==> src/rtl/rstcause_pkg.sv <==
package rstcause_pkg;
   localparam int WORD_W   = 32;
   localparam int NSRC     = 8;
   localparam int CLR_BIT  = 24;
   localparam int CORE_BIT = 23;
   localparam int EN_BIT   = 0;
   localparam int STB_BIT  = 1;

   // bit position of the flag for source k
   function automatic int flag_bit(input int k);
      return (k == 0) ? CORE_BIT : CLR_BIT + k;
   endfunction
endpackage

==> src/rtl/rc_flag_bank.sv <==
module rc_flag_bank #(
   parameter int               N         = 8,
   parameter logic [N-1:0]     POR_VALUE = '0
) (
   input  logic         clk,
   input  logic         por_n,
   input  logic         clr_i,
   input  logic [N-1:0] evt_i,
   output logic [N-1:0] flags_o
);
   logic [N-1:0] q;

   for (genvar k = 0; k < N; k++) begin : g_flag
      always_ff @(posedge clk or negedge por_n) begin
         if (!por_n)        q[k] <= POR_VALUE[k];
         else if (evt_i[k]) q[k] <= 1'b1;
         else if (clr_i)    q[k] <= 1'b0;
      end
   end

   assign flags_o = q;

   p_clear_r3: assert property (@(posedge clk) disable iff (!por_n)
      (clr_i && evt_i == '0) |=> (flags_o == '0));
   p_event_sets_r2: assert property (@(posedge clk) disable iff (!por_n)
      (evt_i != '0) |=> ((flags_o & $past(evt_i)) == $past(evt_i)));
   p_hold_r5: assert property (@(posedge clk) disable iff (!por_n)
      (!clr_i && evt_i == '0) |=> $stable(flags_o));
endmodule

==> src/rtl/rc_osc_ctrl.sv <==
module rc_osc_ctrl #(
   parameter int SYNC_STAGES = 2
) (
   input  logic clk,
   input  logic rst_n,
   input  logic en_we,
   input  logic en_d,
   input  logic rdy_async,
   output logic en_o,
   output logic stable_o
);
   logic en_q;
   logic rdy_s;

   always_ff @(posedge clk or negedge rst_n) begin
      if (!rst_n)     en_q <= 1'b0;
      else if (en_we) en_q <= en_d;
   end

   if (SYNC_STAGES == 0) begin : g_nosync
      assign rdy_s = rdy_async;
   end else begin : g_sync
      logic [SYNC_STAGES-1:0] chain;
      always_ff @(posedge clk or negedge rst_n) begin
         if (!rst_n) chain <= '0;
         else        chain <= {chain[SYNC_STAGES-2+((SYNC_STAGES==1)?1:0):0], rdy_async};
      end
      assign rdy_s = chain[SYNC_STAGES-1];
   end

   assign en_o     = en_q;
   assign stable_o = en_q & rdy_s;

   p_stable_gated_r8: assert property (@(posedge clk) disable iff (!rst_n)
      !en_o |-> !stable_o);
   p_enable_hold_r7: assert property (@(posedge clk) disable iff (!rst_n)
      !en_we |=> $stable(en_o));
endmodule

==> src/rtl/rstcause_reg.sv <==
module rstcause_reg
   import rstcause_pkg::*;
#(
   parameter int              DATA_W      = WORD_W,
   parameter int              NUM_SRC     = NSRC,
   parameter int              SYNC_STAGES = 2,
   parameter logic [NUM_SRC-1:0] POR_FLAGS = 8'b0000_1100
) (
   input  logic                clk,
   input  logic                por_n,
   input  logic                sys_rst_n,
   input  logic [NUM_SRC-1:0]  evt_i,
   input  logic                wr_en,
   input  logic [DATA_W/8-1:0] wr_be,
   input  logic [DATA_W-1:0]   wr_data,
   output logic [DATA_W-1:0]   rd_data,
   input  logic                osc_rdy_i,
   output logic                osc_en_o
);
   localparam int NBYTE    = DATA_W / 8;
   localparam int CLR_LANE = CLR_BIT / 8;
   localparam int EN_LANE  = EN_BIT / 8;

   if (DATA_W != WORD_W) begin : g_bad_width
      $error("rstcause_reg: DATA_W must be %0d", WORD_W);
   end
   if (NUM_SRC != NSRC) begin : g_bad_src
      $error("rstcause_reg: NUM_SRC must be %0d", NSRC);
   end
   if (SYNC_STAGES < 0 || SYNC_STAGES > 4) begin : g_bad_sync
      $error("rstcause_reg: SYNC_STAGES out of range");
   end

   logic               sys_n;
   logic               clr;
   logic               stable;
   logic [NUM_SRC-1:0] flags;
   logic               unused_wr;

   assign sys_n = por_n & sys_rst_n;
   assign clr   = wr_en & wr_be[CLR_LANE] & wr_data[CLR_BIT];
   assign unused_wr = ^{wr_data[DATA_W-1:CLR_BIT+1], wr_data[CLR_BIT-1:EN_BIT+1],
                        wr_be[NBYTE-2:EN_LANE+1]};

   rc_flag_bank #(.N(NUM_SRC), .POR_VALUE(POR_FLAGS)) u_flags (
      .clk    (clk),
      .por_n  (por_n),
      .clr_i  (clr),
      .evt_i  (evt_i),
      .flags_o(flags)
   );

   rc_osc_ctrl #(.SYNC_STAGES(SYNC_STAGES)) u_osc (
      .clk      (clk),
      .rst_n    (sys_n),
      .en_we    (wr_en & wr_be[EN_LANE]),
      .en_d     (wr_data[EN_BIT]),
      .rdy_async(osc_rdy_i),
      .en_o     (osc_en_o),
      .stable_o (stable)
   );

   always_comb begin
      rd_data = '0;
      for (int k = 0; k < NUM_SRC; k++) rd_data[flag_bit(k)] = flags[k];
      rd_data[EN_BIT]  = osc_en_o;
      rd_data[STB_BIT] = stable;
   end

   p_reserved_zero_r9: assert property (@(posedge clk) disable iff (!por_n)
      rd_data[CORE_BIT-1:STB_BIT+1] == '0);
   p_clr_reads_zero_r3: assert property (@(posedge clk) disable iff (!por_n)
      !rd_data[CLR_BIT]);
   p_sticky_sysrst_r6: assert property (@(posedge clk) disable iff (!por_n)
      (!sys_rst_n && evt_i == '0) |=> $stable(flags));
   p_event_wins_r4: assert property (@(posedge clk) disable iff (!por_n)
      (clr && evt_i != '0) |=> ((flags & $past(evt_i)) == $past(evt_i)));
endmodule

==> config.mk <==
export PLATFORM = sky130hd
export DESIGN_NAME = rstcause_reg
export DESIGN_NICKNAME = d
export VERILOG_FILES = /design/src/rtl/rstcause_pkg.sv /design/src/rtl/rc_flag_bank.sv /design/src/rtl/rc_osc_ctrl.sv /design/src/rtl/rstcause_reg.sv
export SDC_FILE = /design/constraint.sdc
export NUM_CORES = 1
export LEC_CHECK = 0
export BUFFER_PORTS_ARGS = -buffer_cell sky130_fd_sc_hd__buf_2
export CAP_MARGIN = 20
export CORE_MARGIN = 5
export CORE_UTILIZATION = 31
export DETAILED_ROUTE_END_ITERATION = 7
export PLACE_DENSITY = 0.82
export SLEW_MARGIN = 5
export SYNTH_ARGS = -nofsm -noshare
export SYNTH_HDL_FRONTEND = slang
export SYNTH_SLANG_ARGS = --single-unit
==> constraint.sdc <==
create_clock -name clk -period 2 [get_ports clk]
set_input_delay 0.4 -clock clk [delete_from_list [all_inputs] [get_ports clk]]
set_output_delay 0.4 -clock clk [all_outputs]
set_load 0.01 [all_outputs]
==> results.py <==
metrics = {
    "run_status": {
        "outcome": "finished clean",
    },
    "sta": {
        "period_share_pct": 67.35,
        "fmax_ghz": 0.7424,
        "fin_worst_skew_ns": 0.00009748,
        "worst_slack_ns": 0.6530,
        "whs_ns": 0.03998,
        "final_max_slew_viol_count": 0,
        "fin_tns_setup_ns": 0,
        "finalCriticalPeriod_ns": 1.347,
        "rsz0062_at_grt": "no",
        "hold_violations": 0,
        "finalSetupViolCount": 0,
    },
    "routing": {
        "ant_nets": 0,
        "vias_per_cell": 3.680,
        "vias": 379,
        "drt_wl_total_mm": 1.011,
        "detail_route.wl_per_cell_um": 9.816,
        "drt_iter0_drc": 1,
        "remaining_drc_errors": 0,
        "firstDrtPassIters": 2,
    },
    "cells_and_area": {
        "antennaDiodeCount": 0,
        "drive_gt1_share_pct": 43.59,
        "layoutNonFillerInstCount": 103,
        "synthToLayoutAreaGrowth_pct": 18.00,
        "fin_nets": 128,
        "seq_area_um2": 277.8,
        "multi_input_area_um2": 183.9,
        "fill_cells": 169,
    },
    "logic_synthesis": {
        "synth_top_area_share_pct": 40.00,
        "yosysSeqAreaShare_pct": 49.33,
        "synthDistinctLibCells": 9,
        "synth_area_leaders": "dfrtp_1 (40%), buf_4 (32%), a21o_1 (11%)",
        "ys_ff_latch": 11,
        "yosysTopAreaCell": "dfrtp_1",
        "async_flop_share_pct": 100.0,
        "synth_most_common_cell": "buf_4",
        "synth.avg_cell_area_um2": 11.49,
        "synth_ff_type": "dfrtp_1",
        "synth_edf_count": 0,
        "ys_top_cells_by_count": "buf_4 (24), dfrtp_1 (9), a21o_1 (8)",
        "synth_area_um2": 563.0,
        "syn_inst": 49,
        "yosysWarnings": 0,
    },
    "floorplanning": {
        "fp.coreArea_um2": 1727,
        "dieArea_um2": 2768,
        "rows": 15,
        "num_io_pins": 82,
        "fp.dieW_um": 52.62,
        "die_y_um": 52.62,
        "initial_core_util_pct": 32.61,
    },
    "clocking": {
        "cts_setup_buffers": 0,
        "cts.path.max_buffers": 2,
        "cts_root_buf": "clkbuf_4",
        "cts_tree": "yes",
        "clkTransAtPathRegs_ns": 0.07,
        "cts_hold_buf": 1,
        "cts_resized": 0,
        "cts_made_buffers": 3,
        "htreeDepth": 1,
        "clkSinkCount": 11,
        "clk_latency_ns": 0.26,
    },
    "hold_path": {
        "holdCritPathClass": "in -> async",
    },
    "critical_path": {
        "critPathKind": "reg -> out",
        "worstSetupEndpointType": "output pin",
        "critPathMaxStageDelay_ns": 0.40,
        "crit_arrival_ns": 0.95,
        "crit_family": "flip-flops",
        "crit_path_start_kind": "flip-flop",
        "cp_max_fo": 4,
        "cp_num_buf_inv": 1,
        "required_ns": 1.60,
        "crit_chain": "and2_1 > buf_2",
        "slowest_stage": "dfrtp_1",
    },
    "grt": {
        "antenna_found_initial": 0,
        "first_global_vias": 370,
        "track_usage_pct": 8.309,
        "grt_use_met3_pct": 3.419,
        "grt_start_max_net_pins": 10,
        "grtUsageMet1_pct": 9.075,
        "overflow": 0,
        "grt_use_met2_pct": 12.60,
        "grt_pass1_wl_mm": 1.614,
        "gr-max-usage-layer": "met2",
    },
    "pwr": {
        "p_leak_nw": 0.3450,
        "ir_worst_vdd_v": 0.0003285,
        "p_per_area_nw_per_um2": 710.5,
        "power_mw": 0.4720,
    },
    "placement": {
        "gp_routability_congestion": 0.6707,
        "dp_worst_setup_slack_ns": 0.9144,
        "dp_cells": 98,
        "portBuffers": 27,
    },
    "job": {
        "maxCapViolCount": 0,
    },
}
==> metal layers <==
metal | wire length (um) | part of all wire (%)
met5 | 0 | 0
met4 | 15 | 1.5
met2 | 440 | 44
met3 | 195 | 19
met1 | 359 | 36
==> path summary, 6_finish.rpt <==
kind,from,endpoint,slack (ns),cells past startpoint
hold reg to reg,u_osc.g_sync.chain[0],u_osc.g_sync.chain[1],0.36,0
hold / removal,sys_rst_n,u_osc.g_sync.chain[1],0.04,2
setup / recovery,u_osc.en_o,rd_data[1],0.65,2
setup reg to reg,u_osc.en_o,u_osc.en_o,1.23,1
max in group asynchronous,por_n,u_osc.en_o,1.10,3
min in group clk,osc_rdy_i,u_osc.g_sync.chain[0],0.26,1
==> metrics by stage <==
stage	cell area [um^2]	util (%)
2_1_floorplan	641.9	-
3_3_place_gp	628.1	36.38
3_5_place_dp	628.1	36.38
4_1_cts	664.4	38.48
5_1_grt	664.4	38.48
6_report	664.4	38.48
==> power breakdown <==
group	total (mW)	leakage (nW)	switching [mW]	internal (mW)
registers	0.245	0.115	0.00768	0.237
logic	0.0826	0.215	0.0481	0.0345
clock network	0.144	0.0150	0.0674	0.0770
==> registers in the layout (all words and copies together), names as in the netlist <==
signal              count
u_flags.flags_o         8
u_osc.en_o              1
u_osc.g_sync.chain      2
==> layout by cell type, fill, tap and decap left out, drive strengths merged, types with 2 or more instances in the layout <==
master / Yosys / routed
buf: 24 / 27
and2: 2 / 2
clkbuf: 0 / 4
a21o: 8 / 8
conb: 1 / 22
dfrtp: 9 / 9
dfstp: 2 / 2
==> cells by family after synthesis <==
logic type,share of synthesized area [%]
buffers and inverters,32.00
multiplexers,2.666
AND/OR/NAND/NOR,4.666
AO/OA/AOI/OAI,10.67
flip-flops,49.33
other,0.6660
==> final cells by class <==
type | instances | area share (%)
flip-flops and latches | 11 | 41.81
multi-input cells | 35 | 27.68
repair buffers | 28 | 21.85
well taps | 25 | 4.708
clock buffers | 4 | 3.955
Note: power is estimated with default switching activity, not from simulation.
